## src/rtl/envcfg_pkg.sv

```systemverilog
package envcfg_pkg;

  localparam logic [1:0] OP_READ  = 2'b00;
  localparam logic [1:0] OP_WRITE = 2'b01;
  localparam logic [1:0] OP_SET   = 2'b10;
  localparam logic [1:0] OP_CLEAR = 2'b11;

  localparam logic [1:0] PRV_U = 2'b00;
  localparam logic [1:0] PRV_S = 2'b01;
  localparam logic [1:0] PRV_M = 2'b11;

  localparam logic [11:0] ADDR_MCFG   = 12'h30A;
  localparam logic [11:0] ADDR_MCFG_H = 12'h31A;
  localparam logic [11:0] ADDR_SCFG   = 12'h10A;
  localparam logic [11:0] ADDR_HCFG   = 12'h60A;
  localparam logic [11:0] ADDR_HCFG_H = 12'h61A;

  localparam int BIT_FIOM  = 0;
  localparam int BIT_CBIE  = 4;
  localparam int BIT_CBCFE = 6;
  localparam int BIT_CBZE  = 7;
  localparam int BIT_PBMTE = 62;
  localparam int BIT_STCE  = 63;

  localparam int NUM_REGS = 3;
  localparam int IDX_M = 0;
  localparam int IDX_S = 1;
  localparam int IDX_H = 2;

  typedef struct packed {
    logic       stce;
    logic       pbmte;
    logic       cbze;
    logic       cbcfe;
    logic [1:0] cbie;
    logic       fiom;
  } env_fields_t;

  // Writable bit mask; the top pair only for the wide registers.
  function automatic logic [63:0] impl_mask(input logic with_top);
    logic [63:0] m;
    m = '0;
    m[BIT_FIOM]     = 1'b1;
    m[BIT_CBIE +: 2] = 2'b11;
    m[BIT_CBCFE]    = 1'b1;
    m[BIT_CBZE]     = 1'b1;
    if (with_top) begin
      m[BIT_PBMTE] = 1'b1;
      m[BIT_STCE]  = 1'b1;
    end
    return m;
  endfunction

  function automatic env_fields_t split_fields(input logic [63:0] q);
    env_fields_t f;
    f.stce  = q[BIT_STCE];
    f.pbmte = q[BIT_PBMTE];
    f.cbze  = q[BIT_CBZE];
    f.cbcfe = q[BIT_CBCFE];
    f.cbie  = q[BIT_CBIE +: 2];
    f.fiom  = q[BIT_FIOM];
    return f;
  endfunction

endpackage

```

## src/rtl/envcfg_decode.sv

```systemverilog
module envcfg_decode
  import envcfg_pkg::*;
#(
  parameter int XLEN      = 32,
  parameter bit HAS_SMODE = 1'b1
) (
  input  logic        valid,
  input  logic [11:0] addr,
  input  logic [1:0]  priv,
  input  logic        hyp_en,
  output logic [NUM_REGS-1:0] sel_lo,
  output logic [NUM_REGS-1:0] sel_hi,
  output logic        illegal
);

  localparam bit SPLIT = (XLEN == 32);

  logic [NUM_REGS-1:0] hit_lo, hit_hi;
  logic at_m, at_s_or_m;
  logic ok_m, ok_s, ok_h, legal;

  always_comb begin
    hit_lo = '0;
    hit_hi = '0;
    unique case (addr)
      ADDR_MCFG:   hit_lo[IDX_M] = 1'b1;
      ADDR_MCFG_H: hit_hi[IDX_M] = SPLIT;
      ADDR_SCFG:   hit_lo[IDX_S] = HAS_SMODE;
      ADDR_HCFG:   hit_lo[IDX_H] = 1'b1;
      ADDR_HCFG_H: hit_hi[IDX_H] = SPLIT;
      default: ;
    endcase
  end

  assign at_m      = (priv == PRV_M);
  assign at_s_or_m = (priv == PRV_S) || at_m;

  assign ok_m  = (hit_lo[IDX_M] | hit_hi[IDX_M]) & at_m;
  assign ok_s  = hit_lo[IDX_S] & at_s_or_m;
  assign ok_h  = (hit_lo[IDX_H] | hit_hi[IDX_H]) & hyp_en & at_s_or_m;
  assign legal = ok_m | ok_s | ok_h;

  assign illegal = valid & ~legal;
  assign sel_lo  = (valid & legal) ? hit_lo : '0;
  assign sel_hi  = (valid & legal) ? hit_hi : '0;

endmodule

```

## src/rtl/envcfg_reg.sv

```systemverilog
module envcfg_reg
  import envcfg_pkg::*;
#(
  parameter int          XLEN = 32,
  parameter logic [63:0] MASK = 64'h0
) (
  input  logic            clk,
  input  logic            rst_n,
  input  logic            wr_lo,
  input  logic            wr_hi,
  input  logic [1:0]      op,
  input  logic [XLEN-1:0] wdata,
  output logic [63:0]     q
);

  function automatic logic [XLEN-1:0] apply_op(input logic [1:0] o,
                                               input logic [XLEN-1:0] cur,
                                               input logic [XLEN-1:0] opd);
    unique case (o)
      OP_WRITE: return opd;
      OP_SET:   return cur | opd;
      OP_CLEAR: return cur & ~opd;
      default:  return cur;
    endcase
  endfunction

  logic [XLEN-1:0] new_lo, new_hi;
  logic [63:0]     nxt;

  assign new_lo = apply_op(op, q[XLEN-1:0], wdata);
  assign new_hi = apply_op(op, XLEN'(q[63:32]), wdata);

  always_comb begin
    nxt = q;
    if (wr_lo)      nxt[XLEN-1:0] = new_lo;
    else if (wr_hi) nxt[63:32]    = new_hi[31:0];
  end

  always_ff @(posedge clk) begin
    if (!rst_n) q <= '0;
    else        q <= nxt & MASK;
  end

endmodule

```

## src/rtl/envcfg_bank.sv

```systemverilog
module envcfg_bank
  import envcfg_pkg::*;
#(
  parameter int XLEN      = 32,
  parameter bit HAS_SMODE = 1'b1
) (
  input  logic            clk,
  input  logic            rst_n,
  input  logic            hyp_en,
  input  logic [1:0]      priv,
  input  logic            csr_valid,
  input  logic [1:0]      csr_op,
  input  logic [11:0]     csr_addr,
  input  logic [XLEN-1:0] csr_wdata,
  output logic [XLEN-1:0] csr_rdata,
  output logic            csr_illegal,
  output logic            m_fiom,
  output logic [1:0]      m_cbie,
  output logic            m_cbcfe,
  output logic            m_cbze,
  output logic            m_pbmte,
  output logic            m_stce,
  output logic            s_fiom,
  output logic [1:0]      s_cbie,
  output logic            s_cbcfe,
  output logic            s_cbze,
  output logic            h_fiom,
  output logic [1:0]      h_cbie,
  output logic            h_cbcfe,
  output logic            h_cbze,
  output logic            h_pbmte,
  output logic            h_stce
);

  localparam logic [63:0] WIDE_MASK   = impl_mask(1'b1);
  localparam logic [63:0] NARROW_MASK = impl_mask(1'b0);

  logic [NUM_REGS-1:0] sel_lo, sel_hi;
  logic [NUM_REGS-1:0] wr_lo, wr_hi;
  logic [63:0]         q [NUM_REGS];
  env_fields_t         fld [NUM_REGS];
  logic                wr_fire;
  logic [63:0]         q_m, q_s, q_h;

  envcfg_decode #(.XLEN(XLEN), .HAS_SMODE(HAS_SMODE)) u_dec (
    .valid   (csr_valid),
    .addr    (csr_addr),
    .priv    (priv),
    .hyp_en  (hyp_en),
    .sel_lo  (sel_lo),
    .sel_hi  (sel_hi),
    .illegal (csr_illegal)
  );

  assign wr_fire = (csr_op != OP_READ);

  for (genvar g = 0; g < NUM_REGS; g++) begin : g_reg
    localparam logic [63:0] M = (g == IDX_S) ? NARROW_MASK : WIDE_MASK;
    assign wr_lo[g] = sel_lo[g] & wr_fire;
    assign wr_hi[g] = sel_hi[g] & wr_fire;
    envcfg_reg #(.XLEN(XLEN), .MASK(M)) u_reg (
      .clk   (clk),
      .rst_n (rst_n),
      .wr_lo (wr_lo[g]),
      .wr_hi (wr_hi[g]),
      .op    (csr_op),
      .wdata (csr_wdata),
      .q     (q[g])
    );
    assign fld[g] = split_fields(q[g]);
  end

  // Read path: one-hot select, zero when idle or illegal.
  always_comb begin
    csr_rdata = '0;
    for (int i = 0; i < NUM_REGS; i++) begin
      if (sel_lo[i]) csr_rdata = q[i][XLEN-1:0];
      if (sel_hi[i]) csr_rdata = XLEN'(q[i][63:32]);
    end
  end

  assign q_m = q[IDX_M];
  assign q_s = q[IDX_S];
  assign q_h = q[IDX_H];

  assign m_fiom  = fld[IDX_M].fiom;
  assign m_cbie  = fld[IDX_M].cbie;
  assign m_cbcfe = fld[IDX_M].cbcfe;
  assign m_cbze  = fld[IDX_M].cbze;
  assign m_pbmte = fld[IDX_M].pbmte;
  assign m_stce  = fld[IDX_M].stce;

  assign s_fiom  = fld[IDX_S].fiom;
  assign s_cbie  = fld[IDX_S].cbie;
  assign s_cbcfe = fld[IDX_S].cbcfe;
  assign s_cbze  = fld[IDX_S].cbze;

  assign h_fiom  = fld[IDX_H].fiom;
  assign h_cbie  = fld[IDX_H].cbie;
  assign h_cbcfe = fld[IDX_H].cbcfe;
  assign h_cbze  = fld[IDX_H].cbze;
  assign h_pbmte = fld[IDX_H].pbmte;
  assign h_stce  = fld[IDX_H].stce;

endmodule

```

## config.mk

```make
export PLATFORM = sky130hd
export DESIGN_NAME = envcfg_bank
export DESIGN_NICKNAME = d
export VERILOG_FILES = /design/src/rtl/envcfg_pkg.sv /design/src/rtl/envcfg_decode.sv /design/src/rtl/envcfg_reg.sv /design/src/rtl/envcfg_bank.sv
export SDC_FILE = /design/constraint.sdc
export NUM_CORES = 1
export LEC_CHECK = 0
export BUFFER_PORTS_ARGS = -buffer_cell sky130_fd_sc_hd__buf_2
export CAP_MARGIN = 10
export CORE_MARGIN = 2
export CORE_UTILIZATION = 40
export DETAILED_ROUTE_END_ITERATION = 8
export GPL_TIMING_DRIVEN = 1
export PLACE_DENSITY = 0.75
export SETUP_SLACK_MARGIN = 0.1
export SYNTH_ARGS = -nofsm -noshare
export SYNTH_HDL_FRONTEND = slang
export SYNTH_SLANG_ARGS = --single-unit
```

## constraint.sdc

```tcl
create_clock -name clk -period 5.3 [get_ports clk]
set_clock_uncertainty 0.15 [all_clocks]
set_input_delay 1.06 -clock clk [delete_from_list [all_inputs] [get_ports clk]]
set_output_delay 1.06 -clock clk [all_outputs]
set_load 0.01 [all_outputs]
```

# After elaboration in Yosys (flattened, before gate mapping)

Index checks and enable logic that the tools add are counted.

Equal/unequal tests: 10
Multiplexer cells: 18
Reduce and logical (&&, ||, !) cells: 8
Bitwise operators: 29

Operators by type and width:

| operator                                         | number |
|---|---|
| case mux 32 bit (3 select lines)                 | 2 |
| two-way mux 32 bit                               | 5 |
| case mux 8 bit (3 select lines)                  | 3 |
| AND 32 bit                                       | 2 |
| OR 32 bit                                        | 2 |
| NOT 32 bit                                       | 1 |
| AND 8 bit                                        | 3 |
| == test 12 x 10 -> 1 bit (second input constant) | 2 |
| == test 12 x 11 -> 1 bit (second input constant) | 2 |
| OR 8 bit                                         | 3 |
| == test 12 x 9 -> 1 bit (second input constant)  | 1 |
| AND 1 bit                                        | 11 |
| two-way mux 8 bit                                | 1 |
| == test 2 bit (second input constant)            | 3 |
| two-way mux 3 bit                                | 2 |
| AND reduction 2 bit                              | 3 |
| AND reduction 3 bit                              | 2 |
| two-way mux 1 bit                                | 5 |
| == test 2 x 1 -> 1 bit (second input constant)   | 2 |
| OR 1 bit                                         | 4 |
| NOT 1 bit                                        | 3 |
| nonzero test 3 bit                               | 1 |
| nonzero test 2 bit                               | 1 |
| logical OR 1 bit                                 | 1 |

Logic and storage cells: 70
Input bits: 52
Flip-flop bits (word level): 19
Output and inout bits: 52

# Longest topological paths before layout

Word-level depth: 14
Gate-level depth with buffers: 7

# Cells and area by module

A second synthesis with hierarchy kept.

Cell total of the unflattened synthesis: 538
Area, all modules: 4251.6 µm²

By module, submodules not included:

| module                          | area an instance (µm²) | sequential area each (µm²) | cells each | times used |
|---|---|---|---|---|
| envcfg_bank                     | 1702.9                 | 0.0                        | 209        | 1 |
| envcfg_reg (g_reg[0].u_reg ...) | 845.8                  | 140.1                      | 107        | 2 |
| envcfg_reg (g_reg[1].u_reg)     | 718.2                  | 100.1                      | 95         | 1 |
| envcfg_decode                   | 138.9                  | 0.0                        | 20         | 1 |

# Worst setup path before layout

OpenSTA, ideal clock, no wires.

Path kind: in2out
Start: in csr_addr[4]
End: out csr_rdata[0]
Stages: 7
Arrival: 2.319 ns
Data required time: 4.090 ns
Path slack: 1.771 ns
Buffers on the path: 2
Cell sequence: buf_6 -> and4bb_1 -> nand4_2 -> nor2_2 -> buf_2 -> a221oi_1 -> a21oi_1

Longest elaborated chain between the ends: 14
Elaborated cells between the ends (all ways): 27

Ends and longest elaborated chain:

| item                                                                 | line                                     | text |
|---|---|---|
| from (decl)                                                          | envcfg_bank.sv:13                        | `input logic [11:0] csr_addr,` |
| == test 12 x 10 -> 1 bit or == test 12 x 11 -> 1 bit (tied branches) | envcfg_decode.sv:25                      | `unique case (addr)` |
| two-way mux 1 bit                                                    | envcfg_decode.sv:25                      |  |
| OR 1 bit, on equally long branches                                   | envcfg_decode.sv:38, envcfg_decode.sv:40 |  |
| AND 1 bit, on equally long branches                                  | envcfg_decode.sv:38, envcfg_decode.sv:40 |  |
| OR 1 bit or AND 1 bit (tied branches)                                | envcfg_decode.sv:41, envcfg_decode.sv:40 |  |
| OR 1 bit                                                             | envcfg_decode.sv:41                      | `assign legal = ok_m \| ok_s \| ok_h;` |
| AND 1 bit                                                            | envcfg_decode.sv:44, envcfg_decode.sv:45 |  |
| two-way mux 3 bit                                                    | envcfg_decode.sv:44                      | `assign sel_lo = (valid & legal) ? hit_lo : '0;` |
| two-way mux 8 bit                                                    | envcfg_bank.sv:77                        | `if (sel_lo[i]) csr_rdata = q[i][XLEN-1:0];` |
| two-way mux 32 bit                                                   | envcfg_bank.sv:78                        | `if (sel_hi[i]) csr_rdata = XLEN'(q[i][63:32]);` |
| two-way mux 32 bit                                                   | envcfg_bank.sv:77                        |  |
| two-way mux 32 bit                                                   | envcfg_bank.sv:78                        |  |
| two-way mux 32 bit                                                   | envcfg_bank.sv:77                        |  |
| two-way mux 32 bit *                                                 | envcfg_bank.sv:78                        |  |
| to (decl)                                                            | envcfg_bank.sv:15                        | `output logic [XLEN-1:0] csr_rdata,` |

Every way passes the cells marked *; elsewhere a longest branch is shown, timed or not.

# Worst setup path after layout

Start: in csr_addr[9]
End: out csr_rdata[0]

The elaborated chain is that of the path after synthesis.

==> results.toml <==
[die]
die_width_um = 67.0
io_pins = 104
die_h_um = 67.0
core_sq_mm = 0.00374
rows = 22
dieArea_sq_mm = 0.00449
initial_core_util = 0.424

[critical_path]
startpoint_type = "input pin"
path_max_fanout = 11
critPathCaptureType = "primary output"
crit_top_cell = "buf_2"
crit_arrival_ns = 2.81
crit_chain = "buf_2 -> and4b_1 -> nand4_1 -> nor2_1 -> a221oi_1 -> a21oi_1 -> buf_2"
critical-path-max-stage-delay_ns = 0.55
path_class = "in2out"
cp_slowest_cell = "nor2_1"
crit_required_ns = 4.09

[sta]
finalCritPeriodShare = 0.758
fmax_ghz = 0.249
drv_slew = 0
finalSetupViolations = 0
layout_min_cycle_time_ns = 4.02
whs_ns = 0.344
max-slew-margin-rel = 0.539
hold_viol = 0
fin_setup_tns_ns = 0
worst_slew_pin_slew_ns = 0.688
grt_setup_unrepaired = "no"

[placed_design]
place_congestion = 0.838
io_buffers = 53
place_hpwl_mm = 3.02

[power]
power_density_mw_per_mm2 = 164
p_switching_uw = 88.3
combPwrFrac = 0.162
internal-power_uw = 210
p_leak_nw = 0.781
clock_power_share = 0.359
vdd_drop_max_mv = 0.0990
seqPwrFrac = 0.478
switching_share = 0.296

[synthesis]
syn_area_sq_mm = 0.00159
synth.area.top_cells = "dfxtp_1 24%, buf_4 12%, nand3_1 6.0%, a21oi_1 5.0%, nand2_1 5.0%"
avgSynthCellArea_sq_um = 7.60
ys_seq_area_frac = 0.239
ys_warn_count = 0
synth_top_cell_by_area = "dfxtp_1"
synth_seq_cells = 19
yosysTopAreaCellShare = 0.239
syn_inst = 209
ys_types = 47

[clocking]
clkSinkCount = 19
cts_buffers = 3
ctsHoldBuffers = 0
clock_latency_ns = 0.26
cts_tree = "yes"
cts_root_buffer = "clkbuf_8"
cts_max_path_buffers = 2
post_cts_buffers = 0
htreeDepth = 1
clk_pin_slew_worst_paths_ns = 0.08
cts_resized = 0

[finish]
drive_gt1_frac = 0.266
layout_common_cells = "53 x buf_2, 25 x conb_1, 21 x nand2_1"
final_common_cell = "buf_2"
final_nets = 309
fill_cells = 391
area_growth_syn_to_layout_pct = 14.3
antennaDiodeCount = 0
largest-register = "g.u_reg.q"
top_regs = "g.u_reg.q x19"
largest_reg_flops = 19

[detailed_routing]
wl_per_cell_um = 13.5
ant_nets = 0
dr.first_iter.drc_count = 98
num_vias = 1664
wl_mm = 4.11
drc = 0
routed_via_density = 5.47
drtPass1Iterations = 4

[flow_run]
cap_violations = 0

[hold_path]
hold_class = "reg2reg"

[grt]
antenna_found_initial = 0
grt_max_degree = 24
overflow = 0
grt_usage = 0.186
grt_first_pass_wirelength_mm = 6.29
grt_pass1_vias = 1347

[status]
outcome = "finished, final reports clean"
## power groups by stage
stage / Combinational [mW] / Clock [mW] / Sequential [mW]
floorplan: 0.0436 / 0 / 0.146
global placement: 0.0472 / 0 / 0.146
detailed placement: 0.0478 / 0 / 0.146
CTS: 0.0479 / 0.108 / 0.143
global route: 0.0538 / 0.116 / 0.143
finish: 0.0483 / 0.107 / 0.143
## critical path: cells and delay by family
kind	cells	cell delay [ns]
simple gates	3	1.10
compound gates	2	0.30
buf+inv	2	0.35
## through the flow
stage | setup WS (ns) | power (mW) | utilization | cell area [sq um] | cells
floorplan | 1.77 | 0.190 | - | 1680 | 233
global placement | 1.29 | 0.193 | 0.473 | 1770 | 300
detailed placement | 1.28 | 0.194 | 0.473 | 1770 | 300
CTS | 1.27 | 0.298 | 0.485 | 1820 | 304
global route | 1.08 | 0.313 | 0.485 | 1820 | 304
finish | 1.28 | 0.298 | 0.485 | 1820 | 304
## synth_stat cells (all sizes together)
master,count
and4bb,2
clkbuf,5
dfxtp,19
nand2b,6
a22oi,7
conb,1
buf,29
nand2,21
and4b,3
o2111ai,1
o22a,5
nand4,2
and3b,2
or2,1
a221oi,5
nor2b,7
a211oi,1
and4,1
nor4b,2
nor2,7
a21o,2
nor4,3
or4b,2
and2,6
a21oi,16
o21ai,7
and2b,1
o21a,1
nor3,3
and3,2
or3,3
nand3,20
inv,4
a31oi,12
## kinds of logic after synthesis
logic type             Yosys count  synth area share
other                            1           0.00236
buffers and inverters           38             0.157
flip-flops                      19             0.239
AO/OA/AOI/OAI                   57             0.235
AND/OR/NAND/NOR                 94             0.365
## routing by layer
| metal | global-route usage | up-vias | wire length (um) | share of wire |
|---|---|---|---|---|
| met1 | 0.258 | 748 | 1780 | 0.43 |
| met4 | 0.0740 | 0 | 73 | 0.018 |
| met3 | 0.0321 | 7 | 422 | 0.10 |
| met2 | 0.282 | 92 | 1830 | 0.45 |
| li1 | - | 817 | - | - |
| met5 | 0 | - | 0 | 0 |
## final timing paths
kind / start / end / slack (ns) / cells after the start
worst max-delay path: csr_addr[9] / csr_rdata[0] / 1.28 / 7
worst min-delay path: g_reg[2].u_reg.q[5] / g_reg[2].u_reg.q[5] / 0.34 / 2
worst max register to register: g_reg[1].u_reg.q[6] / g_reg[1].u_reg.q[6] / 4.30 / 3
worst min register to register: g_reg[2].u_reg.q[5] / g_reg[2].u_reg.q[5] / 0.34 / 2
## cell type report
type                    count  area, sq um  area share
clock buffers               3         41.3      0.0227
multi-input cells         176         1050       0.578
well taps                  48         60.1      0.0331
clock inverters             1         5.00     0.00276
repair buffers             53          265       0.146
inverters                   4         15.0     0.00827
flip-flops and latches     19          380       0.210
Power figures use the tool's default switching activity.
